`src/rtl/asu_pkg.sv`:
```
package asu_pkg;
    localparam int WORD_W    = 32;
    localparam int IND_BIT   = 31;
    localparam int CLS_LSB   = 27;
    localparam int MODE_W    = 16;

    localparam logic [MODE_W-1:0] MODE_ALL    = 16'd0;
    localparam logic [MODE_W-1:0] MODE_SINGLE = 16'd1;

    typedef enum logic [1:0] {
        CLS_ALL    = 2'd0,
        CLS_SINGLE = 2'd1,
        CLS_MUTED  = 2'd2
    } cls_state_e;
endpackage

```
`src/rtl/asu_class_fsm.sv`:
```
module asu_class_fsm
    import asu_pkg::*;
(
    input  logic clk,
    input  logic rst_n,
    input  logic mode_wr,
    input  logic mode_single,
    input  logic req_hit,
    input  logic req_supp,
    output logic drop
);
    cls_state_e state, state_nx;

    always_ff @(posedge clk) begin
        if (!rst_n) state <= CLS_ALL;
        else        state <= state_nx;
    end

    always_comb begin
        state_nx = state;
        if (mode_wr) begin
            state_nx = mode_single ? CLS_SINGLE : CLS_ALL;
        end else if (req_hit && req_supp) begin
            unique case (state)
                CLS_ALL:    state_nx = CLS_ALL;
                CLS_SINGLE: state_nx = CLS_MUTED;
                CLS_MUTED:  state_nx = CLS_MUTED;
                default:    state_nx = CLS_ALL;
            endcase
        end
    end

    always_comb begin
        drop = 1'b0;
        unique case (state)
            CLS_ALL:    drop = 1'b0;
            CLS_SINGLE: drop = 1'b0;
            CLS_MUTED:  drop = req_hit && req_supp;
            default:    drop = 1'b0;
        endcase
    end

    AST_SINGLE_ARMS: assert property (@(posedge clk) disable iff (!rst_n)
        (state == CLS_SINGLE && req_hit && req_supp && !mode_wr) |=> (state == CLS_MUTED));
    AST_NONSUPP_KEEPS: assert property (@(posedge clk) disable iff (!rst_n)
        (req_hit && !req_supp && !mode_wr) |=> $stable(state));
    AST_MUTED_HOLDS: assert property (@(posedge clk) disable iff (!rst_n)
        (state == CLS_MUTED && !mode_wr) |=> (state == CLS_MUTED));
endmodule

```
`src/rtl/asu_word_reg.sv`:
```
module asu_word_reg
    import asu_pkg::*;
#(
    parameter int CLS_W = 3
)(
    input  logic              clk,
    input  logic              rst_n,
    input  logic              fire,
    input  logic [CLS_W-1:0]  cls,
    output logic              irq_valid,
    output logic [WORD_W-1:0] irq_word
);
    logic [WORD_W-1:0] word_nx;

    always_comb begin
        word_nx = '0;
        word_nx[IND_BIT] = 1'b1;
        word_nx[CLS_LSB +: CLS_W] = cls;
    end

    always_ff @(posedge clk) begin
        if (!rst_n) begin
            irq_valid <= 1'b0;
            irq_word  <= '0;
        end else begin
            irq_valid <= fire;
            irq_word  <= fire ? word_nx : '0;
        end
    end

    AST_WORD_FORMAT: assert property (@(posedge clk) disable iff (!rst_n)
        irq_valid |-> (irq_word[IND_BIT] && irq_word[CLS_LSB-1:0] == '0));
endmodule

```
`src/rtl/adapter_irq_suppressor.sv`:
```
module adapter_irq_suppressor
    import asu_pkg::*;
#(
    parameter int NUM_CLASSES = 8
)(
    input  logic                           clk,
    input  logic                           rst_n,
    input  logic                           mode_valid,
    input  logic [$clog2(NUM_CLASSES)-1:0] mode_class,
    input  logic [MODE_W-1:0]              mode_code,
    output logic                           mode_err,
    input  logic                           req_valid,
    input  logic [$clog2(NUM_CLASSES)-1:0] req_class,
    input  logic                           req_supp,
    output logic                           irq_valid,
    output logic [WORD_W-1:0]              irq_word
);
    localparam int CLS_W = $clog2(NUM_CLASSES);

    logic                   code_ok;
    logic                   code_single;
    logic [NUM_CLASSES-1:0] drop_vec;
    logic                   fire;

    always_comb begin
        code_ok     = (mode_code == MODE_ALL) || (mode_code == MODE_SINGLE);
        code_single = (mode_code == MODE_SINGLE);
    end

    for (genvar c = 0; c < NUM_CLASSES; c++) begin : g_cls
        asu_class_fsm u_fsm (
            .clk        (clk),
            .rst_n      (rst_n),
            .mode_wr    (mode_valid && code_ok && (mode_class == CLS_W'(c))),
            .mode_single(code_single),
            .req_hit    (req_valid && (req_class == CLS_W'(c))),
            .req_supp   (req_supp),
            .drop       (drop_vec[c])
        );
    end

    assign fire = req_valid && !(|drop_vec);

    always_ff @(posedge clk) begin
        if (!rst_n) mode_err <= 1'b0;
        else        mode_err <= mode_valid && !code_ok;
    end

    asu_word_reg #(.CLS_W(CLS_W)) u_word (
        .clk      (clk),
        .rst_n    (rst_n),
        .fire     (fire),
        .cls      (req_class),
        .irq_valid(irq_valid),
        .irq_word (irq_word)
    );

    AST_NONSUPP_EMITS: assert property (@(posedge clk) disable iff (!rst_n)
        (req_valid && !req_supp) |=> irq_valid);
    AST_EMIT_HAS_REQ: assert property (@(posedge clk) disable iff (!rst_n)
        irq_valid |-> $past(req_valid));
    AST_ERR_FROM_WRITE: assert property (@(posedge clk) disable iff (!rst_n)
        mode_err |-> $past(mode_valid));
    AST_DROP_ONEHOT: assert property (@(posedge clk) disable iff (!rst_n)
        $onehot0(drop_vec));
endmodule

```
`config.mk`:
```
export PLATFORM = sky130hd
export DESIGN_NAME = adapter_irq_suppressor
export DESIGN_NICKNAME = d
export VERILOG_FILES = /design/src/rtl/asu_pkg.sv /design/src/rtl/asu_class_fsm.sv /design/src/rtl/asu_word_reg.sv /design/src/rtl/adapter_irq_suppressor.sv
export SDC_FILE = /design/constraint.sdc
export NUM_CORES = 1
export LEC_CHECK = 0
export BUFFER_PORTS_ARGS = -buffer_cell sky130_fd_sc_hd__buf_2
export CORE_UTILIZATION = 52
export DETAILED_ROUTE_END_ITERATION = 10
export PLACE_DENSITY = 0.84
export SLEW_MARGIN = 20
export SYNTH_ARGS = -nofsm -noshare
export SYNTH_HDL_FRONTEND = slang
export SYNTH_SLANG_ARGS = --single-unit
```
`constraint.sdc`:
```
create_clock -name clk -period 2.15 [get_ports clk]
set_input_delay 0.5375 -clock clk [delete_from_list [all_inputs] [get_ports clk]]
set_output_delay 0.5375 -clock clk [all_outputs]
set_load 0.02 [all_outputs]
```
Word-level counts from Yosys, hierarchy flattened

Index checks and enable logic that the tools add are counted.

Bits in registers: 50
Latch bits: 0
Memory bits (writable): 0
Memory bits (read-only): 0
Input bits: 27
Output and inout bits: 34
Word-level logic and storage cells: 128
Memories kept: 0

Add/subtract/negate cells: 0
$mul: 0
Divide/modulo/power cells: 0
Order comparisons: 0
Equality and inequality tests: 31
Shift-type cells: 0
Muxes and demuxes: 34
Bitwise operators: 0
Reductions and logical operators: 51

Operators by type and width:

| cell                                                              | count |
|---|---|
| 2-bit 2-to-1 mux                                                  | 24 |
| 32-bit 2-to-1 mux                                                 | 1 |
| 1-bit logical AND                                                 | 27 |
| 3-bit == test (second input constant)                             | 8 |
| 16-bit by 1-bit == test with 1-bit output (second input constant) | 1 |
| 2-bit by 1-bit == test with 1-bit output (second input constant)  | 8 |
| 2-bit == test (second input constant)                             | 8 |
| 16-bit logical NOT                                                | 1 |
| 2-bit nonzero test                                                | 8 |
| 2-bit OR reduction                                                | 8 |
| 3-bit by 2-bit == test with 1-bit output (second input constant)  | 4 |
| 1-bit 2-to-1 mux                                                  | 9 |
| 8-bit OR reduction                                                | 1 |
| 3-bit by 1-bit == test with 1-bit output (second input constant)  | 2 |
| 3-bit logical NOT                                                 | 2 |
| 1-bit logical NOT                                                 | 2 |
| 2-bit AND reduction                                               | 1 |
| 1-bit logical OR                                                  | 1 |

Longest topological paths before layout

Gate-level depths: netlist (run 1).

Depth in word-level cells: 8
Mapped depth: 6
Mapped depth without buffers: 6

Modules after synthesis

A second synthesis (run 1) with hierarchy kept.

Cells, all modules: 165
Area, all modules: 1,520.2 µm²

By module, submodules not included:

| module                 | times used | cells an instance | area each (µm²) |
|---|---|---|---|
| asu_class_fsm          | 8          | 11                | 110.1 |
| asu_word_reg           | 1          | 38                | 327.8 |
| adapter_irq_suppressor | 1          | 39                | 311.5 |

Worst setup path after synthesis (run 1)

OpenSTA, ideal clock, no wires.

Path type: input to register
From: in mode_code[14]
To: reg g_cls[1].u_fsm.state[0]
Data arrival time: 1,532 ps
Required time: 2,035 ps
Slack: 503 ps
Stages on the path: 5
Buffers on the path: 1
Cells stage by stage: nor4_4 -> and4_4 -> buf_6 -> a211oi_1 -> o21a_1

Cells in the longest elaborated chain, start to end: 5

Ends and longest elaborated chain:

| element                                                                         | line                                                       | text |
|---|---|---|
| from (decl)                                                                     | adapter_irq_suppressor.sv:10                               | `input logic [MODE_W-1:0] mode_code,` |
| 16-bit by 1-bit == test with 1-bit output or 16-bit logical NOT (tied branches) | adapter_irq_suppressor.sv:26, adapter_irq_suppressor.sv:27 |  |
| 1-bit logical OR                                                                | adapter_irq_suppressor.sv:26                               | `code_ok = (mode_code == MODE_ALL) \|\| (mode_code == MODE_SINGLE);` |
| 1-bit logical AND (2 in a row)                                                  | adapter_irq_suppressor.sv:34                               | `.mode_wr (mode_valid && code_ok && (mode_class == CLS_W'(c))),` |
| 2-bit 2-to-1 mux or 2-bit nonzero test (tied branches)                          | -                                                          |  |
| to (signal assigned)                                                            | asu_class_fsm.sv:16                                        | `else state <= state_nx;` |
| to (decl)                                                                       | asu_class_fsm.sv:12                                        | `cls_state_e state, state_nx;` |

Several ways; a longest one is shown, not always the timed one.
A chain may end at the register's enable or synchronous reset.

Worst setup path in the final report (run 1)

From: reg g_cls[3].u_fsm.state[0]
To: reg u_word.irq_word[31]

Cells in the longest elaborated chain, start to end: 6

Ends and longest elaborated chain:

| element                | line                         | text |
|---|---|---|
| from (decl)            | asu_class_fsm.sv:12          |  |
| from (signal assigned) | asu_class_fsm.sv:16          |  |
| 2-bit == test          | asu_class_fsm.sv:35          | `unique case (state)` |
| 1-bit 2-to-1 mux       | asu_class_fsm.sv:35          |  |
| 8-bit OR reduction     | adapter_irq_suppressor.sv:42 | `assign fire = req_valid && !(\|drop_vec);` |
| 1-bit logical NOT      | adapter_irq_suppressor.sv:42 |  |
| 1-bit logical AND      | adapter_irq_suppressor.sv:42 |  |
| 32-bit 2-to-1 mux      | asu_word_reg.sv:27           | `irq_word <= fire ? word_nx : '0;` |
| to (signal assigned)   | asu_word_reg.sv:27           |  |
| to (decl)              | asu_word_reg.sv:11           | `output logic [WORD_W-1:0] irq_word` |

No other way between the ends.

==> results by group, run 1 <==
Clock tree
  – TritonCTS buffer count: 3
  – Clock buffer depth: 2
  – Clk_lat worst skew: 310 ps
  – Resized cells post-CTS: 0
  – Post-CTS Hold Buffers: 0
  – CTS Sinks: 21
  – Reg clk slew, reported paths: 130 ps
  – CTS tree: built
  – Total setup buffers inserted after CTS: 0
  – Root buf cell: clkbuf_4
  – H-Tree Level Count: 1

Timing
  – Setup Skew: 5.47 ps
  – Final Hold Viols: 0
  – Fin worst setup slack: 643 ps
  – RSZ-0062 raised after global routing: no
  – # setup viols final: 0
  – Period utilization: 0.701
  – Max Clk Rate: 664 MHz
  – Max-slew violations: 0
  – Hold Slack: 476 ps
  – Min Tclk post-route: 1510 ps
  – Post-Route Setup TNS: 0 ps

Worst setup path
  – Critical-path top delay cell: dfxtp_1
  – Startpoint types: flop
  – RR Startpoint: g_cls[3].u_fsm.state[0]
  – Critical path type: reg -> reg
  – WP data arrival: 1740 ps
  – Crit path cell chain: inv_1 > ha_1 > mux2_2 > a22o_1 > and3_1 > a211oi_1
  – Crit-path max FO: 2
  – Worst Path Required: 2390 ps
  – Crit. Startpoint: g_cls[3].u_fsm.state[0]
  – Crit-path max cell delay: 350 ps
  – Critical Path Sink Type: flop

Placed design
  – Detailed placement HPWL: 2.18 mm
  – Placed Area: 1590 um2
  – Placed insts: 232
  – Port Buffers: 32
  – GP Congestion: 0.774
  – Worst slack, placed: 319 ps

Layout
  – Post-layout util: 0.586
  – Area delta synth->final: 6.08%
  – Share of layout cells above drive strength 1: 0.220
  – Inserted Diodes: 0
  – Non-Filler Instances: 236
  – Commonest non-fill, non-tap cells in the layout: 32 x buf_2, 28 x conb_1, 21 x dfxtp_1
  – Final nets: 241
  – Most common cell after layout, fill and taps aside: buf_2
  – Finished layout cell area: 1620 um2
  – Fillers: 261

Floorplan
  – Die Y: 56.1 um
  – Die width: 56.1 um
  – Die area: 3150 um2
  – IO Pins: 61
  – Initial core utilization: 0.552
  – Core Footprint: 2760 um2
  – Rows: 19

Yosys
  – Synth cell types: 42
  – Cell count after synthesis: 175
  – Top-area cell type share of the netlist area: 0.276
  – #FFs+latches synth: 21
  – Area contributors post-synth: dfxtp_1 28%, buf_4 14%, ha_1 6.6%, nor4_4 4.2%, and3_1 4.1%
  – Cell taking the most area after synthesis: dfxtp_1
  – Yosys Warn Count: 0
  – Sequential fraction of the synthesis area: 0.276
  – Synthesized area per cell: 8.70 um2
  – Netlist Area Pre-Place: 1520 um2

Drt
  – Detailed Routing Iterations Pass 1: 4
  – Drt initial violations: 22
  – DR vias/cell: 5.31
  – Post-route ant nets: 0
  – Vias: 1252
  – Total wire length: 2.69 mm
  – DRC Markers: 0
  – DR WL/cell: 11.4 um

Hold path
  – Min-delay worst type: in -> reg
  – Hold path startpoint: mode_valid

Global routing
  – Initial antenna violation count: 0
  – First-pass GRT wire length: 4.69 mm
  – Vias in the first global route: 1137
  – Largest net degree at the start of global routing: 18
  – Total Routing Usage GR: 0.184
  – GRT Residual Overflow: 0

Power and ir drop
  – Leakage power: 0.735 nW
  – Clock power share: 0.265
  – Comb power frac: 0.200
  – Sw frac: 0.318
  – Max IR drop VDD: 344 uV
  – Net Switching: 0.235 mW
  – Power, Total: 0.739 mW
  – Seq pwr share: 0.535
  – Cell internal pwr: 0.504 mW
  – Pwr dens: 457 nW/um2

Flow run
  – Max-cap viol count: 0

Outcome
  – Status: completed
==> synth_stat cells, drive strengths merged <==
master,instances
nor3b,1
o41ai,1
nand4,5
a221o,1
nand3,6
conb,1
nor3,4
nor4,3
a311oi,1
o21ai,8
nor4b,1
or3,4
and4,1
nand3b,2
mux2i,3
ha,8
o211a,2
clkbuf,4
a211oi,3
buf,31
mux2,1
nand2,7
a311o,1
a31oi,2
o211ai,3
a22o,1
inv,13
and3b,1
nand4b,1
o21a,2
a21oi,6
o31ai,2
and3,10
a211o,1
a21boi,6
dfxtp,21
nor2,5
nor2b,2
==> state kept, by name (all words and copies together), names as in the netlist <==
register,count
mode_err,1
u_word.irq_word,4
g_cls.u_fsm.state,16
==> critical path, delay by kind of cell, from the launching register on <==
family,cells,cell delay [ps]
compound gates,2,370
fa+ha+maj,1,210
buf+inv,1,50
flops,1,350
mux,1,290
simple gates,1,180
==> final timing paths <==
kind         slack [ps]  cells after the start                 endpoint
max                 640                      6      u_word.irq_word[31]
min                 480                      2                 mode_err
max reg2reg         640                      6      u_word.irq_word[31]
min reg2reg         500                      2  g_cls[7].u_fsm.state[1]
==> final cells by class <==
class / count / area (um2) / area share
well taps: 31 / 38.8 / 0.0240
inverters: 13 / 48.8 / 0.0302
repair buffers: 34 / 175 / 0.108
clock buffers: 3 / 22.5 / 0.0139
multi-input cells: 133 / 905 / 0.560
flip-flops and latches: 21 / 420 / 0.260
clock inverters: 1 / 5.00 / 0.00310
==> cells by family after synthesis <==
group                      Yosys count  share of synthesized area
muxes                                4                     0.0271
and+or+nand+nor                     53                      0.250
AOI/OAI and AO/OA                   40                      0.182
adders and majority gates            8                     0.0657
buffers and inverters               48                      0.196
DFF                                 21                      0.276
other                                1                    0.00246
==> metal layers <==
layer,share of wire,global-route usage,wire length (um)
met5,0,0,0
met2,0.45,0.315,1210
met3,0.061,0.0163,165
met4,0.012,0.0627,31
met1,0.48,0.243,1280
==> power groups by stage <==
| stage | clock [mW] | combinational (mW) | sequential, mW |
|---|---|---|---|
| final | 0.196 | 0.148 | 0.395 |
| after global routing | 0.214 | 0.161 | 0.396 |
| after CTS | 0.198 | 0.147 | 0.396 |
| after detailed placement | 0 | 0.146 | 0.404 |
| after global placement | 0 | 0.145 | 0.404 |
| after floorplan | 0 | 0.128 | 0.410 |
No activity file was read; power rests on OpenSTA's default activity.
==> run 2, diff against run 1 <==
--- a/config.mk
+++ b/config.mk
@@ -6,9 +6,9 @@
 export NUM_CORES = 1
 export LEC_CHECK = 0
 export BUFFER_PORTS_ARGS = -buffer_cell sky130_fd_sc_hd__buf_2
-export CORE_UTILIZATION = 52
+export CORE_UTILIZATION = 44
 export DETAILED_ROUTE_END_ITERATION = 10
-export PLACE_DENSITY = 0.84
+export PLACE_DENSITY = 0.76
 export SLEW_MARGIN = 20
 export SYNTH_ARGS = -nofsm -noshare
 export SYNTH_HDL_FRONTEND = slang
==> constraint.sdc (replaced) <==
create_clock -name clk -period 1.26 [get_ports clk]
set_input_delay 0.315 -clock clk [delete_from_list [all_inputs] [get_ports clk]]
set_output_delay 0.315 -clock clk [all_outputs]
set_load 0.02 [all_outputs]
==> results by group, run 2 (synthesized netlist as in run 1, its figures left out) <==
Timing
  – Max-slew violations: 0 (unchanged)
  – Max Clk Rate: 725 MHz (+9.3%)
  – # setup viols final: 7 (+7)
  – RSZ-0062 raised after global routing: yes
  – Final Hold Viols: 0 (unchanged)
  – Period utilization: 1.09 (+0.394)
  – Min Tclk post-route: 1380 ps (-128 ps)
  – Fin worst setup slack: -119 ps (-762 ps)
  – Setup Skew: 7.73 ps (+2.25 ps)

Drt
  – Post-route ant nets: 0 (unchanged)
  – DR vias/cell: 5.07 (-4.5%)
  – Max layer used: met4
  – Drt initial violations: 86 (+290%)
  – Detailed Routing Iterations Pass 1: 4 (unchanged)
  – DR WL/cell: 12.4 um (+9.1%)
  – DRC Markers: 0 (unchanged)
  – Wire length on met3: 183 um (+11%)
  – Total wire length: 3.35 mm (+24%)
  – Metal2 WL: 1.54 mm (+27%)
  – Met1 wire length: 1.58 mm (+23%)
  – Vias: 1363 (+8.9%)

Power and ir drop
  – Leakage power: 0.842 nW (+15%)
  – Max IR drop VDD: 353 uV (+2.8%)
  – Pwr dens: 701 nW/um2 (+53%)
  – Power, Total: 1.32 mW (+78%)

Global routing
  – First-pass GRT wire length: 5.38 mm (+15%)
  – Vias in the first global route: 1275 (+12%)
  – GRT Residual Overflow: 0 (unchanged)
  – Initial antenna violation count: 0 (unchanged)
  – Total Routing Usage GR: 0.196 (+0.0121)
  – Largest net degree at the start of global routing: 18 (unchanged)

Layout
  – Final nets: 261 (+8.3%)
  – Post-layout util: 0.591 (+0.00559)
  – Area delta synth->final: 23.4%
  – Inserted Diodes: 0 (unchanged)
  – Finished layout cell area: 1880 um2 (+16%)
  – Share of layout cells above drive strength 1: 0.351 (+0.132)
  – Largest register FFs: 16 (unchanged)
  – Regs by FF count: g_cls.u_fsm.state x16, u_word.irq_word x4, mode_err x1
  – Most flop-heavy register: g_cls.u_fsm.state
  – Commonest non-fill, non-tap cells in the layout: 29 x buf_2, 28 x conb_1, 21 x buf_4
  – Most common cell after layout, fill and taps aside: buf_2
  – Fillers: 296 (+13%)

Clock tree
  – Clock buffer depth: 2 (unchanged)
  – CTS Sinks: 21 (unchanged)
  – CTS tree: built
  – Root buf cell: clkbuf_4
  – Post-CTS Hold Buffers: 0 (unchanged)
  – Clk_lat worst skew: 310 ps (about the same)
  – H-Tree Level Count: 1 (unchanged)
  – TritonCTS buffer count: 3 (unchanged)
  – Reg clk slew, reported paths: 130 ps (about the same)

Worst setup path
  – Critical-path top delay cell: dfxtp_2
  – Crit path cell chain: inv_2 > ha_4 > mux2i_1 > o211ai_1 > a221o_1 > a311oi_1
  – Critical path type: reg -> reg
  – Crit-path max FO: 4 (+2)
  – Critical Path Sink Type: flop
  – Worst Path Required: 1490 ps (-900 ps)
  – Startpoint types: flop
  – Crit-path max cell delay: 340 ps (about the same)
  – WP data arrival: 1610 ps (-130 ps)

Outcome
  – Status: finished, violations left
  – Violated checks: setup timing

Floorplan
  – Core Footprint: 3180 um2 (+15%)
  – Die area: 3700 um2 (+17%)
  – Initial core utilization: 0.479 (-0.0730)
  – Die Y: 60.8 um (+8.4%)
  – Die width: 60.8 um (+8.4%)
  – Rows: 20 (+1)
  – IO Pins: 61 (unchanged)

Placed design
  – Placed Area: 1780 um2 (+12%)
  – Worst slack, placed: -354 ps (-673 ps)
  – GP Congestion: 0.803 (+3.7%)
  – Detailed placement HPWL: 2.52 mm (+16%)
  – Port Buffers: 32 (unchanged)

Flow run
  – Max-cap viol count: 0 (unchanged)

Hold path
  – Min-delay worst type: in -> reg
-- run 2: cell count changes in the layout (fill, tap and decap cells not counted), sizes merged --
cell / change
buf: +19
and4: +1
clkbuf: +1
clkinv: -1
-- run 2: worst paths after layout --
kind	from	slack, ps	to	depth (start not counted)
max	g_cls[7].u_fsm.state[0]	-120	u_word.irq_word[28]	6
max reg2reg	g_cls[7].u_fsm.state[0]	-120	u_word.irq_word[28]	6
min	mode_valid	250	mode_err	2
min reg2reg	g_cls[2].u_fsm.state[0]	520	g_cls[2].u_fsm.state[0]	2
-- run 2: area by class of cell --
cell class,instances,area (um2),area share
Multi-Input combinational cell,134,987,0.525
Clock buffer,4,26.3,0.0140
Tap cell,44,55.1,0.0293
Sequential cell,21,425,0.226
Timing Repair Buffer,53,337,0.179
Inverter,13,48.8,0.0260
-- run 2: routing by layer --
metal  vias to the layer above  global-route usage
met3                         6              0.0299
met4                         0              0.0779
li1                        676                   -
met2                        54               0.333
met5                         -                   0
met1                       627               0.249
-- run 2: report_power, final --
group	internal, mW	switching, mW	total [mW]
combinational	0.0993	0.198	0.297
clock	0.124	0.221	0.345
sequential	0.672	0.00254	0.675
total	0.895	0.422	1.32
-- run 2: timing repair --
item                                    4_1_cts  5_1_grt
endpoints found under the setup margin        9       12
pin swaps                                     4       14
resized for setup                             9        5
gates cloned                                  0        1
setup buffers                                 1        0
-- run 2: per-stage QoR --
stage	setup TNS [ps]	hold slack, ps	cells
2_1_floorplan	-1450	426	202
3_3_place_gp	-4430	477	263
3_5_place_dp	-5140	488	263
4_1_cts	-347	252	268
5_1_grt	-1220	246	269
6_report	-522	247	269
-- run 2: critical path: cells and delay by family, from the launching register on --
kind,cells,cell delay (ps)
adders and majority gates,1,140
muxes,1,120
buffers and inverters,1,50
DFF,1,340
AOI/OAI and AO/OA,3,640
==> run 3, diff against run 2 <==
--- a/config.mk
+++ b/config.mk
@@ -6,9 +6,9 @@
 export NUM_CORES = 1
 export LEC_CHECK = 0
 export BUFFER_PORTS_ARGS = -buffer_cell sky130_fd_sc_hd__buf_2
-export CORE_UTILIZATION = 44
+export CORE_UTILIZATION = 52
 export DETAILED_ROUTE_END_ITERATION = 10
-export PLACE_DENSITY = 0.76
+export PLACE_DENSITY = 0.84
 export SLEW_MARGIN = 20
 export SYNTH_ARGS = -nofsm -noshare
 export SYNTH_HDL_FRONTEND = slang
==> constraint.sdc (replaced) <==
create_clock -name clk -period 1.6 [get_ports clk]
set_input_delay 0.4 -clock clk [delete_from_list [all_inputs] [get_ports clk]]
set_output_delay 0.4 -clock clk [all_outputs]
set_load 0.02 [all_outputs]
==> results by group, run 3 (synthesized netlist as in run 1, its figures left out) <==
Worst setup path
  – Buf+Inv Stages, Crit Path: 1 (unchanged)
  – Startpoint types: flop
  – Critical path type: reg -> reg
  – Crit path cell chain: inv_1 > ha_1 > mux2_2 > a22o_1 > and3_1 > a211oi_1
  – Reg-to-reg slack, setup: 70 ps (+190 ps)
  – RR Startpoint: g_cls[3].u_fsm.state[0]
  – WP data arrival: 1760 ps (+150 ps)
  – Cell count along the critical path: 6 (unchanged)
  – Worst reg2reg path depth: 6 (unchanged)
  – Crit-path max FO: 2 (-2)
  – Crit-path max cell delay: 360 ps (+20 ps)
  – Crit Reg-Reg Endpoint: u_word.irq_word[31]
  – Worst Path Required: 1830 ps (+340 ps)
  – CP top delay family: flip-flops
  – Critical Path Sink Type: flop
  – CP endpoint: u_word.irq_word[31]
  – Critical-path top delay cell: dfxtp_1
  – Crit. Startpoint: g_cls[3].u_fsm.state[0]

Global routing
  – Vias in the first global route: 1105 (-13%)
  – GRT Residual Overflow: 0 (unchanged)
  – Largest net degree at the start of global routing: 18 (unchanged)
  – First-pass GRT wire length: 4.62 mm (-14%)
  – Total Routing Usage GR: 0.188 (-0.00836)
  – Initial antenna violation count: 0 (unchanged)

Drt
  – Vias: 1274 (-6.5%)
  – Drt initial violations: 32 (-63%)
  – DR WL/cell: 11.1 um (-11%)
  – DR vias/cell: 5.22 (+3.0%)
  – Post-route ant nets: 0 (unchanged)
  – Total wire length: 2.70 mm (-19%)
  – Metal2 WL: 1.19 mm (-23%)
  – Met1 wire length: 1.27 mm (-19%)
  – Wire length on met3: 185 um (+1.1%)
  – DRC Markers: 0 (unchanged)
  – Max layer used: met4
  – Detailed Routing Iterations Pass 1: 4 (unchanged)

Floorplan
  – Die area: 3150 um2 (-15%)
  – Initial core utilization: 0.552 (+0.0730)
  – Rows: 19 (-5.0%)
  – IO Pins: 61 (unchanged)
  – Die Y: 56.1 um (-7.7%)
  – Core Footprint: 2760 um2 (-13%)
  – Die width: 56.1 um (-7.7%)

Timing
  – Post-Route Setup TNS: 0 ps (+522 ps)
  – Hold Slack: 341 ps (+93.7 ps)
  – Final Hold Viols: 0 (unchanged)
  – Min Tclk post-route: 1530 ps (+146 ps)
  – Max-slew violations: 0 (unchanged)
  – RSZ-0062 raised after global routing: no
  – # setup viols final: 0 (-7)
  – Max Clk Rate: 656 MHz (-9.6%)
  – Setup Skew: 0.568 ps (-7.16 ps)
  – Period utilization: 0.953 (-0.141)

Clock tree
  – CTS Sinks: 21 (unchanged)
  – Resized cells post-CTS: 0 (-9)
  – H-Tree Level Count: 1 (unchanged)
  – CTS tree: built
  – TritonCTS buffer count: 3 (unchanged)
  – Clk_lat worst skew: 300 ps (about the same)
  – Post-CTS Hold Buffers: 0 (unchanged)
  – Clock buffer depth: 2 (unchanged)
  – Root buf cell: clkbuf_4
  – Total setup buffers inserted after CTS: 0 (-1)
  – Reg clk slew, reported paths: 110 ps (-20 ps)

Layout
  – Largest register FFs: 16 (unchanged)
  – Final nets: 249 (-4.6%)
  – Regs by FF count: g_cls.u_fsm.state x16, u_word.irq_word x4, mode_err x1
  – Inserted Diodes: 0 (unchanged)
  – Most common cell after layout, fill and taps aside: buf_2
  – Commonest non-fill, non-tap cells in the layout: 32 x buf_2, 28 x conb_1, 21 x dfxtp_1
  – Most flop-heavy register: g_cls.u_fsm.state
  – Share of layout cells above drive strength 1: 0.244 (-0.107)
  – Area delta synth->final: 9.94%

Placed design
  – GP Congestion: 0.791 (-1.4%)
  – Detailed placement HPWL: 2.21 mm (-12%)
  – Port Buffers: 32 (unchanged)

Power and ir drop
  – Pwr dens: 596 nW/um2 (-15%)
  – Max IR drop VDD: 427 uV (+21%)
  – Leakage power: 0.769 nW (-8.7%)

Flow run
  – Max-cap viol count: 0 (unchanged)

Outcome
  – Status: completed

Hold path
  – Min-delay worst type: in -> reg
-- run 3: changes by cell type in the layout (fill, tap and decap cells not counted), moves of 3 or more --
cell and delta:
buf_6 -3, buf_2 +3, inv_2 -4, dfxtp_2 -4
ha_4 -4, dfxtp_1 +4, buf_4 -11, ha_1 +4
inv_1 +4
-- run 3: power by group --
group | internal [mW] | switching [mW]
Clock | 0.0974 | 0.160
Sequential | 0.529 | 0.00167
Combinational | 0.0629 | 0.146
-- run 3: worst register-to-register path, stage by stage (launching register included) --
cell and delay, ps:
dfxtp_1 360, inv_1 50, ha_1 210, mux2_2 280, a22o_1 170, and3_1 180, a211oi_1 190
-- run 3: area by class of cell --
| type | instances | area, um2 |
|---|---|---|
| fillers | 246 | 1080 |
| repair buffers | 42 | 235 |
| flip-flops and latches | 21 | 420 |
| inverters | 13 | 48.8 |
| multi-input cells | 133 | 905 |
| well taps | 31 | 38.8 |
| clock buffers | 4 | 26.3 |
-- run 3: worst min path at each step --
stage | startpoint | to | slack [ps] | cells past startpoint
5_1_grt | req_supp | u_word.irq_word[28] | 350 | 2
2_1_floorplan | g_cls[7].u_fsm.state[1] | g_cls[7].u_fsm.state[1] | 460 | 2
3_5_place_dp | g_cls[2].u_fsm.state[0] | g_cls[2].u_fsm.state[0] | 490 | 2
4_1_cts | mode_valid | mode_err | 330 | 2
3_3_place_gp | g_cls[7].u_fsm.state[1] | g_cls[7].u_fsm.state[1] | 470 | 2
6_report | mode_valid | mode_err | 340 | 2
-- run 3: metal layers --
metal,global-route usage,vias up
met2,0.306,56
met4,0.0836,0
met1,0.235,561
met5,0,-
li1,-,652
met3,0.0442,5
-- run 3: per-stage QoR --
stage	instances	cell area (um2)	total power, mW	worst slack, ps	util
detailed placement	240	1650	0.750	-63.1	0.598
finish	244	1670	0.997	74.6	0.607
CTS	244	1670	1.00	82.4	0.607
global placement	240	1650	0.748	-38.4	0.598
floorplan	202	1620	0.722	90.4	-
global route	244	1670	1.05	7.37	0.607
